--- src/rtl/cstat_pkg.sv ---
package cstat_pkg;
  typedef enum logic {
    CTR_ALL  = 1'b0,
    CTR_CLP0 = 1'b1
  } ctr_id_e;
endpackage

--- src/rtl/cstat_gate.sv ---
// Per-connection enable bits plus the three-level decision for one connection.
module cstat_gate #(
  parameter int N_CONN = 16,
  parameter int IDX_W  = 4
) (
  input  logic             clk,
  input  logic             rst_n,
  input  logic             en_we,
  input  logic [IDX_W-1:0] en_idx,
  input  logic             en_val,
  input  logic             glb_en,
  input  logic             glb_dis,
  input  logic [IDX_W-1:0] look_idx,
  output logic             cnt_en
);
  logic [N_CONN-1:0] en_q;
  logic              own_bit;

  for (genvar g = 0; g < N_CONN; g++) begin : g_bit
    always_ff @(posedge clk) begin
      if (!rst_n)
        en_q[g] <= 1'b0;
      else if (en_we && en_idx == IDX_W'(g))
        en_q[g] <= en_val;
    end
  end

  always_comb begin
    own_bit = 1'b0;
    for (int i = 0; i < N_CONN; i++)
      if (look_idx == IDX_W'(i)) own_bit = en_q[i];
  end

  // disable wins over enable, enable wins over the connection's own bit
  always_comb begin
    if (glb_dis)     cnt_en = 1'b0;
    else if (glb_en) cnt_en = 1'b1;
    else             cnt_en = own_bit;
  end
endmodule

--- src/rtl/cstat_wrap_ctr.sv ---
// One counter that returns to zero after holding the wrap value.
module cstat_wrap_ctr #(
  parameter int CNT_W = 32
) (
  input  logic             clk,
  input  logic             rst_n,
  input  logic             bump,
  input  logic [CNT_W-1:0] limit,
  output logic [CNT_W-1:0] count,
  output logic             at_limit
);
  assign at_limit = (count == limit);

  always_ff @(posedge clk) begin
    if (!rst_n)
      count <= '0;
    else if (bump)
      count <= at_limit ? '0 : count + 1'b1;
  end
endmodule

--- src/rtl/cstat_evq.sv ---
// Two-slot event holder: one cell can wrap at most two counters.
module cstat_evq #(
  parameter int IDX_W = 4
) (
  input  logic             clk,
  input  logic             rst_n,
  input  logic             push_all,
  input  logic             push_c0,
  input  logic [IDX_W-1:0] push_conn,
  output logic             empty,
  output logic             evt_valid,
  input  logic             evt_ready,
  output logic [IDX_W-1:0] evt_conn,
  output logic             evt_ctr
);
  import cstat_pkg::*;

  logic             s0_v, s1_v;
  ctr_id_e          s0_id, s1_id;
  logic [IDX_W-1:0] s0_conn, s1_conn;

  always_ff @(posedge clk) begin
    if (!rst_n) begin
      s0_v    <= 1'b0;
      s1_v    <= 1'b0;
      s0_id   <= CTR_ALL;
      s1_id   <= CTR_ALL;
      s0_conn <= '0;
      s1_conn <= '0;
    end else if (s0_v) begin
      if (evt_ready) begin
        s0_v    <= s1_v;
        s0_id   <= s1_id;
        s0_conn <= s1_conn;
        s1_v    <= 1'b0;
      end
    end else if (push_all || push_c0) begin
      s0_v    <= 1'b1;
      s0_id   <= push_all ? CTR_ALL : CTR_CLP0;
      s0_conn <= push_conn;
      s1_v    <= push_all && push_c0;
      s1_id   <= CTR_CLP0;
      s1_conn <= push_conn;
    end
  end

  assign empty     = !s0_v;
  assign evt_valid = s0_v;
  assign evt_conn  = s0_conn;
  assign evt_ctr   = logic'(s0_id);
endmodule

--- src/rtl/cell_stat_counters.sv ---
module cell_stat_counters #(
  parameter int  N_CONN = 16,
  parameter int  CNT_W  = 32,
  localparam int IDX_W  = (N_CONN > 1) ? $clog2(N_CONN) : 1
) (
  input  logic             clk,
  input  logic             rst_n,
  input  logic             cell_valid,
  output logic             cell_ready,
  input  logic [IDX_W-1:0] cell_conn,
  input  logic             cell_clp,
  input  logic             glb_en,
  input  logic             glb_dis,
  input  logic             ovf_evt_en,
  input  logic             en_we,
  input  logic [IDX_W-1:0] en_idx,
  input  logic             en_val,
  input  logic             lim_we,
  input  logic [CNT_W-1:0] lim_wdata,
  input  logic [IDX_W-1:0] rd_conn,
  input  logic             rd_sel,
  output logic [CNT_W-1:0] rd_data,
  output logic             evt_valid,
  input  logic             evt_ready,
  output logic [IDX_W-1:0] evt_conn,
  output logic             evt_ctr
);
  logic                          accept, cnt_en, bump;
  logic [CNT_W-1:0]              lim_q;
  logic [N_CONN-1:0][CNT_W-1:0]  tot_v, c0_v;
  logic [N_CONN-1:0]             tot_hit, c0_hit;
  logic                          hit_all, hit_c0;
  logic [CNT_W-1:0]              rd_tot, rd_c0;

  assign accept = cell_valid && cell_ready;
  assign bump   = accept && cnt_en;

  always_ff @(posedge clk) begin
    if (!rst_n)      lim_q <= '1;
    else if (lim_we) lim_q <= lim_wdata;
  end

  cstat_gate #(.N_CONN(N_CONN), .IDX_W(IDX_W)) u_gate (
    .clk(clk), .rst_n(rst_n),
    .en_we(en_we), .en_idx(en_idx), .en_val(en_val),
    .glb_en(glb_en), .glb_dis(glb_dis),
    .look_idx(cell_conn), .cnt_en(cnt_en)
  );

  for (genvar g = 0; g < N_CONN; g++) begin : g_conn
    logic here;
    assign here = (cell_conn == IDX_W'(g));

    cstat_wrap_ctr #(.CNT_W(CNT_W)) u_tot (
      .clk(clk), .rst_n(rst_n),
      .bump(bump && here), .limit(lim_q),
      .count(tot_v[g]), .at_limit(tot_hit[g])
    );

    cstat_wrap_ctr #(.CNT_W(CNT_W)) u_c0 (
      .clk(clk), .rst_n(rst_n),
      .bump(bump && here && !cell_clp), .limit(lim_q),
      .count(c0_v[g]), .at_limit(c0_hit[g])
    );
  end

  // wrap detection and read selection for the addressed connection
  always_comb begin
    hit_all = 1'b0;
    hit_c0  = 1'b0;
    rd_tot  = '0;
    rd_c0   = '0;
    for (int i = 0; i < N_CONN; i++) begin
      if (cell_conn == IDX_W'(i)) begin
        hit_all = tot_hit[i];
        hit_c0  = c0_hit[i];
      end
      if (rd_conn == IDX_W'(i)) begin
        rd_tot = tot_v[i];
        rd_c0  = c0_v[i];
      end
    end
  end

  assign rd_data = rd_sel ? rd_c0 : rd_tot;

  cstat_evq #(.IDX_W(IDX_W)) u_evq (
    .clk(clk), .rst_n(rst_n),
    .push_all(bump && ovf_evt_en && hit_all),
    .push_c0(bump && ovf_evt_en && hit_c0 && !cell_clp),
    .push_conn(cell_conn),
    .empty(cell_ready),
    .evt_valid(evt_valid), .evt_ready(evt_ready),
    .evt_conn(evt_conn), .evt_ctr(evt_ctr)
  );
endmodule

--- config.mk ---
export PLATFORM = sky130hd
export DESIGN_NAME = cell_stat_counters
export DESIGN_NICKNAME = d
export VERILOG_FILES = /design/src/rtl/cstat_pkg.sv /design/src/rtl/cstat_gate.sv /design/src/rtl/cstat_wrap_ctr.sv /design/src/rtl/cstat_evq.sv /design/src/rtl/cell_stat_counters.sv
export SDC_FILE = /design/constraint.sdc
export NUM_CORES = 2
export LEC_CHECK = 0
export BUFFER_PORTS_ARGS = -buffer_cell sky130_fd_sc_hd__buf_2
export CAP_MARGIN = 20
export CORE_AREA = 2 2 355 357
export DETAILED_ROUTE_END_ITERATION = 8
export DIE_AREA = 0 0 357 359
export PLACE_DENSITY_LB_ADDON = 0.2
export SLEW_MARGIN = 20
export SYNTH_ARGS = -nofsm -noshare
export SYNTH_HDL_FRONTEND = slang
export SYNTH_SLANG_ARGS = --single-unit
--- constraint.sdc ---
create_clock -name clk -period 5.7 [get_ports clk]
set_clock_uncertainty 0.2 [all_clocks]
set_input_delay 1.14 -clock clk [delete_from_list [all_inputs] [get_ports clk]]
set_output_delay 1.14 -clock clk [all_outputs]
set_load 0.03 [all_outputs]
==> results.md <==
- Status: finished, violations left
- Failing checks: DRC, setup timing
- Via density: 6.71
- Hold slack final: 0.261 ns
- TritonCTS clock tree: built
- Root buf cell: clkbuf_16
- Die width: 357 µm
- Final period util: 103%
- Pre-Repair DR Iteration Count: 9
- Worst setup margin: -0.187 ns
- Critical Path AT: 4.55 ns
- Initial antenna violation count: 20
- Final net count: 8590
- Warnings, synthesis: 0
- DP HPWL: 237000 µm
- Crit start category: primary input
- Core box area: 125000 µm²
- GR Util All Layers: 48.8%
- Worst Path Required: 4.36 ns
- Routed via count: 68.8k
- Crit path capture type: output port
- Distinct cells, synth: 88
- Clock Path Buffers: 3
- Synth area leaders: dfxtp_1 (32%), xnor2_1 (17%), xor2_1 (7.3%)
- Crit path kind: primary input to output port
- Die H: 359 µm
- #FFs+latches synth: 1084
- CP max-delay cell: a222oi_1
- Starting Density: 54.6%
- Syn Std Cell Area: 68000 µm²
- Io pins: 95
- Clk sinks: 1084
- Peak VDD IR: 0.275 mV
- Post-synthesis instance total: 8526
- Drt total wl: 324000 µm
- Port Buffers: 94
- DRT met1 WL: 117000 µm
- Max incr delay on CP: 0.62 ns
- Metal3 WL: 43500 µm
- Number of synthesized flops with an enable pin: 0
- Area growth from synthesis to layout: 11.3%
- Mapped Nets: 8614
- Worst min-delay path class: flop to flop
- Fmax: 0.170 GHz
- H-tree lvl count: 3
- Power per cell area: 235 nW/µm²
- Most common cell in the netlist: xnor2_1
- WL per Instance: 31.6 µm
- First-pass GRT wire length: 455000 µm
- Initial DRC Count: 10.8k
- Layout cells sized above 1: 9.82%
- DRC: 5
- Max Slew Vio Count: 0
- RSZ-0062 raised after global routing: yes
- Pleak: 24.7 nW
- Tmin final: 5.89 ns
- DR WL met2: 132000 µm
- Die Area: 128000 µm²
- Final Hold Fails: 0
- Largest net degree at the start of global routing: 103
- Sequential fraction of the synthesis area: 31.9%
- CTS clk-pin slew, worst paths: 0.06 ns
- Share of Yosys cell area claimed by the top area cell type: 31.9%
- Worst rel slew slack: 21.4%
- DP Worst Slack: -0.110 ns
- Top Layer Used: met5
- Syn_area_per_cell: 7.97 µm²
- Synth top cells by count: xnor2_1 (1357), nor2_1 (1194), dfxtp_1 (1084)
- Synth Flop Type: dfxtp_1
- Max-Cap Viols: 0
- Slew @ Worst Pin: 1.17 ns
- CP cell instances: buf_6, buf_16, buf_4, mux4_2, a222oi_1, nand4_1, a221oi_1, a21oi_1, buf_2
- Detail Route Antenna Nets: 0
- Setup Fix Bufs, Post-CTS: 0
- GRT overflow: 0
- Vias in the first global route: 63.2k
- Post-synth ARST share: 0%
- Final setup viols: 5
- Clk_lat worst skew: 0.78 ns
- Max FO, Critical Path: 33
- CTS buffer count: 120
- Final GP Congestion: 1.13
- Hold_buf cts: 0
- Post-synth top area cell: dfxtp_1
- FP Rows: 130
-- cell type report --
cell class                 count  area, µm²
antenna                        4       10.0
clock buffer                 156       3390
clock inverter                63        681
fill                       11292      49000
inverter                     142        533
multi-input combinational   6721      43700
sequential                  1084      21800
tap                         1650       2060
timing repair buffer         433       3480
-- what timing repair did --
item	4_1_cts	5_1_grt
pin swaps	0	3
gates cloned	0	0
gates resized for setup	5	12
setup endpoints to repair	3	8
-- report_power, final --
group          internal [mW]  switching (mW)  total (mW)
logic                  0.574            1.14        1.71
registers               7.59           0.285        7.87
clock network           4.67            3.49        8.15
total                   12.8            4.91        17.7
-- registers in the layout, indices dropped and copies added (netlist names) --
| signal | flops |
|---|---|
| g_conn.u_c0.count | 512 |
| g_conn.u_tot.count | 512 |
| lim_q | 32 |
| u_gate.en_q | 16 |
| u_evq.evt_conn | 4 |
| u_evq.s1_conn | 4 |
| u_evq.evt_ctr | 1 |
| u_evq.evt_valid | 1 |
| u_evq.s1_id | 1 |
| u_evq.s1_v | 1 |
-- critical path: cells and delay by family --
family	cells	cell delay, ns
simple gates	1	0.39
mux	1	0.52
compound gates	3	1.51
buf+inv	4	0.95
-- per-stage QoR --
step                      instance area (µm²)  TNS [ns]  utilization, %  total power, mW  instances
after floorplan                         68000         0               -             8.80       8526
after global placement                  71500    -0.125            57.3             9.59      10030
after detailed placement                71500    -0.161            57.4             9.61      10030
after CTS                               75500         0            60.6             17.6      10249
after global routing                    75600   -0.0106            60.7             18.0      10249
final                                   75600    -0.494            60.7             17.7      10253
-- layout by cell type (no fill, tap or decap), types with 109 or more instances in the layout --
cell	instances
nor3_1	188
and3_1	203
inv_1	140
nand3_1	460
xnor2_1	1357
clkbuf_16	121
or3_1	109
dfxtp_1	1052
nor2_1	1187
nand4_1	485
o21ai_0	240
a21oi_1	221
nand2_1	652
buf_4	301
xor2_1	566
nor4_1	121
-- cells by family after synthesis --
group / share of synthesized area, %
AO/OA/AOI/OAI: 9.06
XOR/XNOR: 24.8
adder cells (fa/ha/maj): 0.589
buffers and inverters: 4.34
flip-flops: 31.9
multiplexers: 2.84
AND/OR/NAND/NOR: 26.5
-- path summary, 6_finish.rpt --
check,startpoint,to,slack (ns),depth (start not counted)
hold / removal,u_evq.evt_conn[0],u_evq.evt_conn[0],0.26,2
setup reg to reg,lim_q[27],u_evq.s1_conn[1],1.21,12
hold reg to reg,u_evq.evt_conn[0],u_evq.evt_conn[0],0.26,2
setup / recovery,rd_conn[1],rd_data[2],-0.19,9
-- metal layers --
metal,up-vias,global-route usage (%)
li1,29489,-
met1,32669,60.3
met2,4975,70.5
met3,1594,15.3
met4,26,37.5
met5,-,0
Note: power is estimated with default switching activity, not from simulation.
